## config.mk

```make
export PLATFORM = sky130hd
export DESIGN_NAME = sha_rr_core
export DESIGN_NICKNAME = d
export VERILOG_FILES = /design/src/rtl/sha_rr_pkg.sv /design/src/rtl/sha_rr_round.sv /design/src/rtl/sha_rr_digest.sv /design/src/rtl/sha_rr_core.sv
export SDC_FILE = /design/constraint.sdc
export NUM_CORES = 2
export LEC_CHECK = 0
export ABC_CLOCK_PERIOD_IN_PS = 8850
export BUFFER_PORTS_ARGS = -buffer_cell sky130_fd_sc_hd__clkbuf_2
export CORE_UTILIZATION = 27
export DETAILED_ROUTE_END_ITERATION = 10
export HOLD_SLACK_MARGIN = 0.02
export PLACE_DENSITY = 0.42
export SLEW_MARGIN = 10
export SYNTH_ARGS = -nofsm -noshare
export SYNTH_HDL_FRONTEND = slang
export SYNTH_SLANG_ARGS = --single-unit
```

## constraint.sdc

```tcl
create_clock -name clk -period 8.85 [get_ports clk]
set_input_delay 1.3275 -clock clk [delete_from_list [all_inputs] [get_ports clk]]
set_output_delay 1.3275 -clock clk [all_outputs]
set_load 0.03 [all_outputs]
```

## src/rtl/sha_rr_pkg.sv

```systemverilog
package sha_rr_pkg;

    localparam int WORD_W     = 32;
    localparam int ROUNDS     = 64;
    localparam int DG_WORDS   = 8;
    localparam int LANE_WORDS = DG_WORDS / 2;
    localparam int CNT_W      = $clog2(ROUNDS + 1);
    localparam int KIDX_W     = $clog2(ROUNDS);

    typedef logic [WORD_W-1:0] word_t;
    typedef logic [DG_WORDS-1:0][WORD_W-1:0] digest_t;

    typedef struct packed {
        word_t a;
        word_t b;
        word_t c;
        word_t d;
        word_t e;
        word_t f;
        word_t g;
        word_t h;
    } state_t;

    typedef enum logic [1:0] {PH_IDLE, PH_RUN, PH_FIN, PH_READ} phase_t;
    typedef enum logic [1:0] {DG_HOLD, DG_LOAD, DG_ACC, DG_ROT} dg_mode_t;

    function automatic word_t ror(input word_t x, input int n);
        return (x >> n) | (x << (WORD_W - n));
    endfunction

    function automatic word_t big_sig0(input word_t x);
        return ror(x, 2) ^ ror(x, 13) ^ ror(x, 22);
    endfunction

    function automatic word_t big_sig1(input word_t x);
        return ror(x, 6) ^ ror(x, 11) ^ ror(x, 25);
    endfunction

    function automatic word_t choose(input word_t x, input word_t y, input word_t z);
        return (x & y) ^ (~x & z);
    endfunction

    function automatic word_t majority(input word_t x, input word_t y, input word_t z);
        return (x & y) ^ (x & z) ^ (y & z);
    endfunction

    function automatic word_t iv_of(input int idx);
        case (idx)
            0: return 32'h6a09e667;
            1: return 32'hbb67ae85;
            2: return 32'h3c6ef372;
            3: return 32'ha54ff53a;
            4: return 32'h510e527f;
            5: return 32'h9b05688c;
            6: return 32'h1f83d9ab;
            default: return 32'h5be0cd19;
        endcase
    endfunction

    function automatic word_t k_of(input logic [KIDX_W-1:0] t);
        case (t)
            6'd0:  return 32'h428a2f98;  6'd1:  return 32'h71374491;
            6'd2:  return 32'hb5c0fbcf;  6'd3:  return 32'he9b5dba5;
            6'd4:  return 32'h3956c25b;  6'd5:  return 32'h59f111f1;
            6'd6:  return 32'h923f82a4;  6'd7:  return 32'hab1c5ed5;
            6'd8:  return 32'hd807aa98;  6'd9:  return 32'h12835b01;
            6'd10: return 32'h243185be;  6'd11: return 32'h550c7dc3;
            6'd12: return 32'h72be5d74;  6'd13: return 32'h80deb1fe;
            6'd14: return 32'h9bdc06a7;  6'd15: return 32'hc19bf174;
            6'd16: return 32'he49b69c1;  6'd17: return 32'hefbe4786;
            6'd18: return 32'h0fc19dc6;  6'd19: return 32'h240ca1cc;
            6'd20: return 32'h2de92c6f;  6'd21: return 32'h4a7484aa;
            6'd22: return 32'h5cb0a9dc;  6'd23: return 32'h76f988da;
            6'd24: return 32'h983e5152;  6'd25: return 32'ha831c66d;
            6'd26: return 32'hb00327c8;  6'd27: return 32'hbf597fc7;
            6'd28: return 32'hc6e00bf3;  6'd29: return 32'hd5a79147;
            6'd30: return 32'h06ca6351;  6'd31: return 32'h14292967;
            6'd32: return 32'h27b70a85;  6'd33: return 32'h2e1b2138;
            6'd34: return 32'h4d2c6dfc;  6'd35: return 32'h53380d13;
            6'd36: return 32'h650a7354;  6'd37: return 32'h766a0abb;
            6'd38: return 32'h81c2c92e;  6'd39: return 32'h92722c85;
            6'd40: return 32'ha2bfe8a1;  6'd41: return 32'ha81a664b;
            6'd42: return 32'hc24b8b70;  6'd43: return 32'hc76c51a3;
            6'd44: return 32'hd192e819;  6'd45: return 32'hd6990624;
            6'd46: return 32'hf40e3585;  6'd47: return 32'h106aa070;
            6'd48: return 32'h19a4c116;  6'd49: return 32'h1e376c08;
            6'd50: return 32'h2748774c;  6'd51: return 32'h34b0bcb5;
            6'd52: return 32'h391c0cb3;  6'd53: return 32'h4ed8aa4a;
            6'd54: return 32'h5b9cca4f;  6'd55: return 32'h682e6ff3;
            6'd56: return 32'h748f82ee;  6'd57: return 32'h78a5636f;
            6'd58: return 32'h84c87814;  6'd59: return 32'h8cc70208;
            6'd60: return 32'h90befffa;  6'd61: return 32'ha4506ceb;
            6'd62: return 32'hbef9a3f7;  default: return 32'hc67178f2;
        endcase
    endfunction

endpackage

```

## src/rtl/sha_rr_round.sv

```systemverilog
module sha_rr_round
    import sha_rr_pkg::*;
(
    input  state_t st,
    input  logic   init,
    input  word_t  p_q,
    input  word_t  fold_a,
    input  word_t  fold_e,
    input  word_t  h_src,
    input  word_t  k_t,
    input  word_t  w_t,
    output word_t  a_nx,
    output word_t  e_nx,
    output word_t  p_nx
);

    state_t opr;
    word_t  pe;
    word_t  t1;

    // Stage one: future-H plus constant plus word, one round ahead.
    assign p_nx = h_src + k_t + w_t;

    // Zeroed operands on the load cycle make A and E take the fold words.
    always_comb begin
        opr = init ? '0 : st;
        pe  = init ? '0 : p_q;
        t1  = pe + big_sig1(opr.e) + choose(opr.e, opr.f, opr.g);
        a_nx = t1 + big_sig0(opr.a) + majority(opr.a, opr.b, opr.c) + fold_a;
        e_nx = opr.d + t1 + fold_e;
    end

    logic unused_h;
    assign unused_h = ^opr.h;

endmodule

```

## src/rtl/sha_rr_digest.sv

```systemverilog
module sha_rr_digest
    import sha_rr_pkg::*;
(
    input  logic     clk,
    input  logic     rst,
    input  dg_mode_t mode,
    input  logic     first,
    input  word_t    iv_in,
    input  word_t    acc_a,
    input  word_t    acc_e,
    output digest_t  dg
);

    word_t sum_a;
    word_t sum_e;

    // The two feed-forward adders, one per lane.
    assign sum_a = first ? acc_a : dg[0] + acc_a;
    assign sum_e = first ? acc_e : dg[LANE_WORDS] + acc_e;

    always_ff @(posedge clk) begin
        if (rst) begin
            for (int i = 0; i < DG_WORDS; i++) dg[i] <= iv_of(i);
        end else begin
            case (mode)
                DG_LOAD: begin
                    for (int i = 0; i < DG_WORDS-1; i++) dg[i] <= dg[i+1];
                    dg[DG_WORDS-1] <= iv_in;
                end
                DG_ROT: begin
                    for (int i = 0; i < DG_WORDS-1; i++) dg[i] <= dg[i+1];
                    dg[DG_WORDS-1] <= dg[0];
                end
                DG_ACC: begin
                    for (int i = 0; i < LANE_WORDS-1; i++) begin
                        dg[i]              <= dg[i+1];
                        dg[LANE_WORDS + i] <= dg[LANE_WORDS + i + 1];
                    end
                    dg[LANE_WORDS-1] <= sum_a;
                    dg[DG_WORDS-1]   <= sum_e;
                end
                default: ;
            endcase
        end
    end


    load_shift_chk: assert property (@(posedge clk) disable iff (rst)
        (mode == DG_LOAD) |=> (dg[DG_WORDS-1] == $past(iv_in)) && (dg[0] == $past(dg[1])));


    ring_rot_chk: assert property (@(posedge clk) disable iff (rst)
        (mode == DG_ROT) |=> (dg[DG_WORDS-1] == $past(dg[0])));

endmodule

```

## src/rtl/sha_rr_core.sv

```systemverilog
module sha_rr_core
    import sha_rr_pkg::*;
(
    input  logic        clk,
    input  logic        rst,
    input  logic        start,
    input  logic [31:0] w_in,
    input  logic [31:0] iv_in,
    input  logic        iv_load,
    output logic        done,
    output logic [31:0] digest_out
);

    phase_t            ph_q;
    logic [CNT_W-1:0]  cnt_q;
    state_t            st_q;
    word_t             p_q;
    digest_t           dg;
    dg_mode_t          dg_mode;

    logic  init;
    logic  last;
    word_t fold_a;
    word_t fold_e;
    word_t h_src;
    word_t a_nx;
    word_t e_nx;
    word_t p_nx;

    assign init   = (ph_q == PH_IDLE) && start;
    assign last   = (ph_q == PH_RUN) && (cnt_q == CNT_W'(ROUNDS));
    assign fold_a = (init || last) ? dg[0] : '0;
    assign fold_e = (init || last) ? dg[LANE_WORDS] : '0;
    assign h_src  = (ph_q == PH_IDLE) ? dg[DG_WORDS-1] : st_q.g;

    always_comb begin
        case (ph_q)
            PH_IDLE: dg_mode = (!start && iv_load) ? DG_LOAD : DG_HOLD;
            PH_FIN:  dg_mode = DG_ACC;
            PH_READ: dg_mode = DG_ROT;
            default: dg_mode = DG_HOLD;
        endcase
    end

    sha_rr_round u_round (
        .st     (st_q),
        .init   (init),
        .p_q    (p_q),
        .fold_a (fold_a),
        .fold_e (fold_e),
        .h_src  (h_src),
        .k_t    (k_of(cnt_q[KIDX_W-1:0])),
        .w_t    (w_in),
        .a_nx   (a_nx),
        .e_nx   (e_nx),
        .p_nx   (p_nx)
    );

    sha_rr_digest u_digest (
        .clk   (clk),
        .rst   (rst),
        .mode  (dg_mode),
        .first (cnt_q == '0),
        .iv_in (iv_in),
        .acc_a (st_q.a),
        .acc_e (st_q.e),
        .dg    (dg)
    );

    always_ff @(posedge clk) begin
        if (rst) begin
            ph_q  <= PH_IDLE;
            cnt_q <= '0;
            st_q  <= '0;
            p_q   <= '0;
        end else begin
            case (ph_q)
                PH_IDLE: if (start) begin
                    st_q  <= '{a: a_nx, b: dg[1], c: dg[2], d: dg[3],
                               e: e_nx, f: dg[5], g: dg[6], h: dg[7]};
                    p_q   <= p_nx;
                    cnt_q <= CNT_W'(1);
                    ph_q  <= PH_RUN;
                end
                PH_RUN: begin
                    st_q <= '{a: a_nx, b: st_q.a, c: st_q.b, d: st_q.c,
                              e: e_nx, f: st_q.e, g: st_q.f, h: st_q.g};
                    p_q  <= p_nx;
                    if (last) begin
                        cnt_q <= '0;
                        ph_q  <= PH_FIN;
                    end else begin
                        cnt_q <= cnt_q + 1'b1;
                    end
                end
                PH_FIN: begin
                    st_q <= '{a: st_q.b, b: st_q.c, c: st_q.d, d: '0,
                              e: st_q.f, f: st_q.g, g: st_q.h, h: '0};
                    if (cnt_q == CNT_W'(LANE_WORDS-1)) begin
                        cnt_q <= '0;
                        ph_q  <= PH_READ;
                    end else begin
                        cnt_q <= cnt_q + 1'b1;
                    end
                end
                default: begin
                    if (cnt_q == CNT_W'(DG_WORDS-1)) begin
                        cnt_q <= '0;
                        ph_q  <= PH_IDLE;
                    end else begin
                        cnt_q <= cnt_q + 1'b1;
                    end
                end
            endcase
        end
    end

    assign done       = (ph_q == PH_READ) && (cnt_q == '0);
    assign digest_out = dg[0];


    done_pulse_chk: assert property (@(posedge clk) disable iff (rst)
        done |=> !done);


    done_after_fin_chk: assert property (@(posedge clk) disable iff (rst)
        $rose(done) |-> $past(ph_q == PH_FIN));


    dg_hold_chk: assert property (@(posedge clk) disable iff (rst)
        (ph_q == PH_RUN) |=> $stable(dg));


    busy_start_chk: assert property (@(posedge clk) disable iff (rst)
        (ph_q == PH_RUN && !last) |=> (ph_q == PH_RUN));


    round_range_chk: assert property (@(posedge clk) disable iff (rst)
        (ph_q == PH_RUN) |-> (cnt_q >= CNT_W'(1)) && (cnt_q <= CNT_W'(ROUNDS)));

endmodule

```

==> metrics <==
PostCTS Resize Cnt=0; unrepaired setup endpoints after global routing=false; Nets=approximately 6000; Final Routed Wirelength=185000 µm; Cell Area, Placed=46060 µm²; crit path time final=between 7 and 8 ns; hold_buf cts=0; Fill cells=17424; via count=41351; clock-pin slew on the worst setup and hold paths=0.06 ns; maximum clock frequency=0.1279 GHz; 1st-iter DRT viols=3522; final hold violation count=0; Core ar.=160900 µm²; total die area=164300 µm²; most frequent cells in the layout=nand2_1 (1043), dfxtp_1 (585), a21oi_1 (499); FF/Latch Area=11710 µm²; sequential share of the synthesized area=0.2667; Synth Register Bits=585; setup violators final=0; Post-DRT Antenna Nets=0; Die H=between 400 and 500 µm; Synth cell types=88; top post-synthesis cells by area=dfxtp_1 (27%), nand2_1 (8.9%), fa_1 (7.3%), ha_1 (5.9%), a21oi_1 (5.7%); synthesized cell area=43920 µm²; CP peak stage delay=about 0.6 ns; clock sink count=585; root buffer cell=clkbuf_16; Layout area overhead=10.71%; Yosys warning total=0; Final Max Tran Viols=0; fraction of layout instances using a drive strength above 1=0.06999; Worst Tran Pin Value=1.151 ns; Slew HR=0.2324; fin crit share=0.8832; Hold/Removal Path Class=flop to flop; status=complete, no violations; hold_ws=0.4619 ns; EDFF count, synth=0; Post-route DRC=0; CP arrival=between 8 and 9 ns; Mapped Cells=5789; CTS tree=yes; WS Path Type=flop to flop; vias in the first global route=39321; Setup TNS=0 ns; Detail Placement HPWL=132600 µm; initial antenna violation count=4; Yosys top cell area share=0.2667; first drt pass iteration count=8; area of the multi-input gates=29240 µm²; vias per cell=about 5.3; WP data required=approximately 9.4 ns; wire length per cell=23.79 µm; crit path max fanout=24; first-pass GRT wire length=about 270000 µm; total grt overflow=0; ys flop type=dfxtp_1; Post-Syn Nets=6224; CTS buffer count=76; async set-reset flop share out of synthesis=0; port bufs=100; commonest non-fill, non-tap cell in the layout=nand2_1; max-cap violations=0; Starting Density=0.2729; clock insertion delay at the later pin of the skew report=0.68 ns; final instance area=48620 µm²; largest net degree at the start of global routing=around 180; critical path capture point type=flop; Worst Skew=0.02060 ns; routability congestion estimate=just over 0.9; syn_area_per_cell=7.586 µm²; startpoint types=flop; top-level I/O count=just over 100; Std-Cell Rows=147; CTS max path bufs=3; Slowest cell on crit path=dfxtp_1; Post-CTS Setup Bufs=0; CTS H-tree depth=3; gr usage total=0.2208; Synth area leader=dfxtp_1; Die Width=405.3 µm
## logic make-up (layout without fill, tap and decap cells)
family          count (synthesis)  in the layout  synth area share
other cells                     0              2                 0
mux                            70             70           0.01715
xor+xnor                      297            297           0.05955
flops                         585            585            0.2667
simple gates                 2096           2096            0.2138
compound gates               1588           1588            0.2399
fa+ha+maj                     368            368            0.1321
buf+inv                       785            611           0.07077
## final timing paths
kind	startpoint	endpoint	slack, ns	depth (start not counted)
worst max register to register	ph_q[0]	st_q[123]	1.03	28
worst min-delay path	u_digest.dg[215]	u_digest.dg[183]	0.46	2
worst min register to register	u_digest.dg[215]	u_digest.dg[183]	0.46	2
worst max-delay path	ph_q[0]	st_q[123]	1.03	28
## synth_stat cells (13+ instances only)
master / n
nor3_1: 182
a311oi_1: 74
xnor2_1: 217
o21bai_1: 30
a21oi_1: 499
clkbuf_1: 414
nand2b_1: 33
nand3b_1: 111
o211ai_1: 166
nand3_1: 67
a211oi_1: 46
o21ai_0: 201
or3_1: 15
buf_1: 33
nand2_1: 1045
fa_1: 160
ha_1: 207
o22ai_1: 14
and2_1: 94
a31oi_1: 54
and3_1: 22
dfxtp_1: 585
nor2_1: 396
o21a_1: 34
a221o_1: 18
a211o_1: 15
a221oi_1: 104
o31ai_1: 13
mux2i_1: 37
inv_1: 275
xor2_1: 79
buf_2: 24
a21o_1: 76
mux2_2: 32
nor2b_1: 84
a22oi_1: 140
buf_4: 33
## layout make-up
class                      instances  area share
antenna                            2   0.0001029
tap                             2160     0.05559
sequential                       585      0.2409
clock inverter                    25    0.005533
multi-input combinational       4419      0.6014
timing repair buffer             196     0.02790
clock buffer                     110     0.04697
inverter                         280     0.02162
## sequential cells by signal, summed over array words and instances, names as in the netlist
register and flops:
st_q 256, u_digest.dg 256, p_q 32, u_round.k_t 32
cnt_q 7, ph_q 2
## critical path: cells and delay by family, from the launching register on
family	cells	cell delay, ns
buffers and inverters	2	0.25
and+or+nand+nor	10	1.89
AOI/OAI and AO/OA	8	2.21
DFF	1	0.59
adders and majority gates	6	2.30
xor gates and xnor gates	2	0.40
## through the flow
stage                     utilization  setup WS, ns  instances
after global placement         0.2862        0.8210       7640
after CTS                      0.3021         1.104       7775
after global routing           0.3021        0.4561       7775
final                          0.3021         1.034       7777
after floorplan                     -         1.244       5789
after detailed placement       0.2862        0.7070       7640
## routing by layer
layer,part of all wire,GRT usage,wire length [µm],vias up
met1,0.45,0.3011,83520,20275
met3,0.055,0.02993,10120,222
met5,0.00017,0,32,-
met4,0.034,0.07337,6299,4
li1,-,-,-,19719
met2,0.46,0.3559,85040,1131
Power is not shown: default switching activity piles up to over one toggle a cycle in this logic, so the estimate is an artifact.
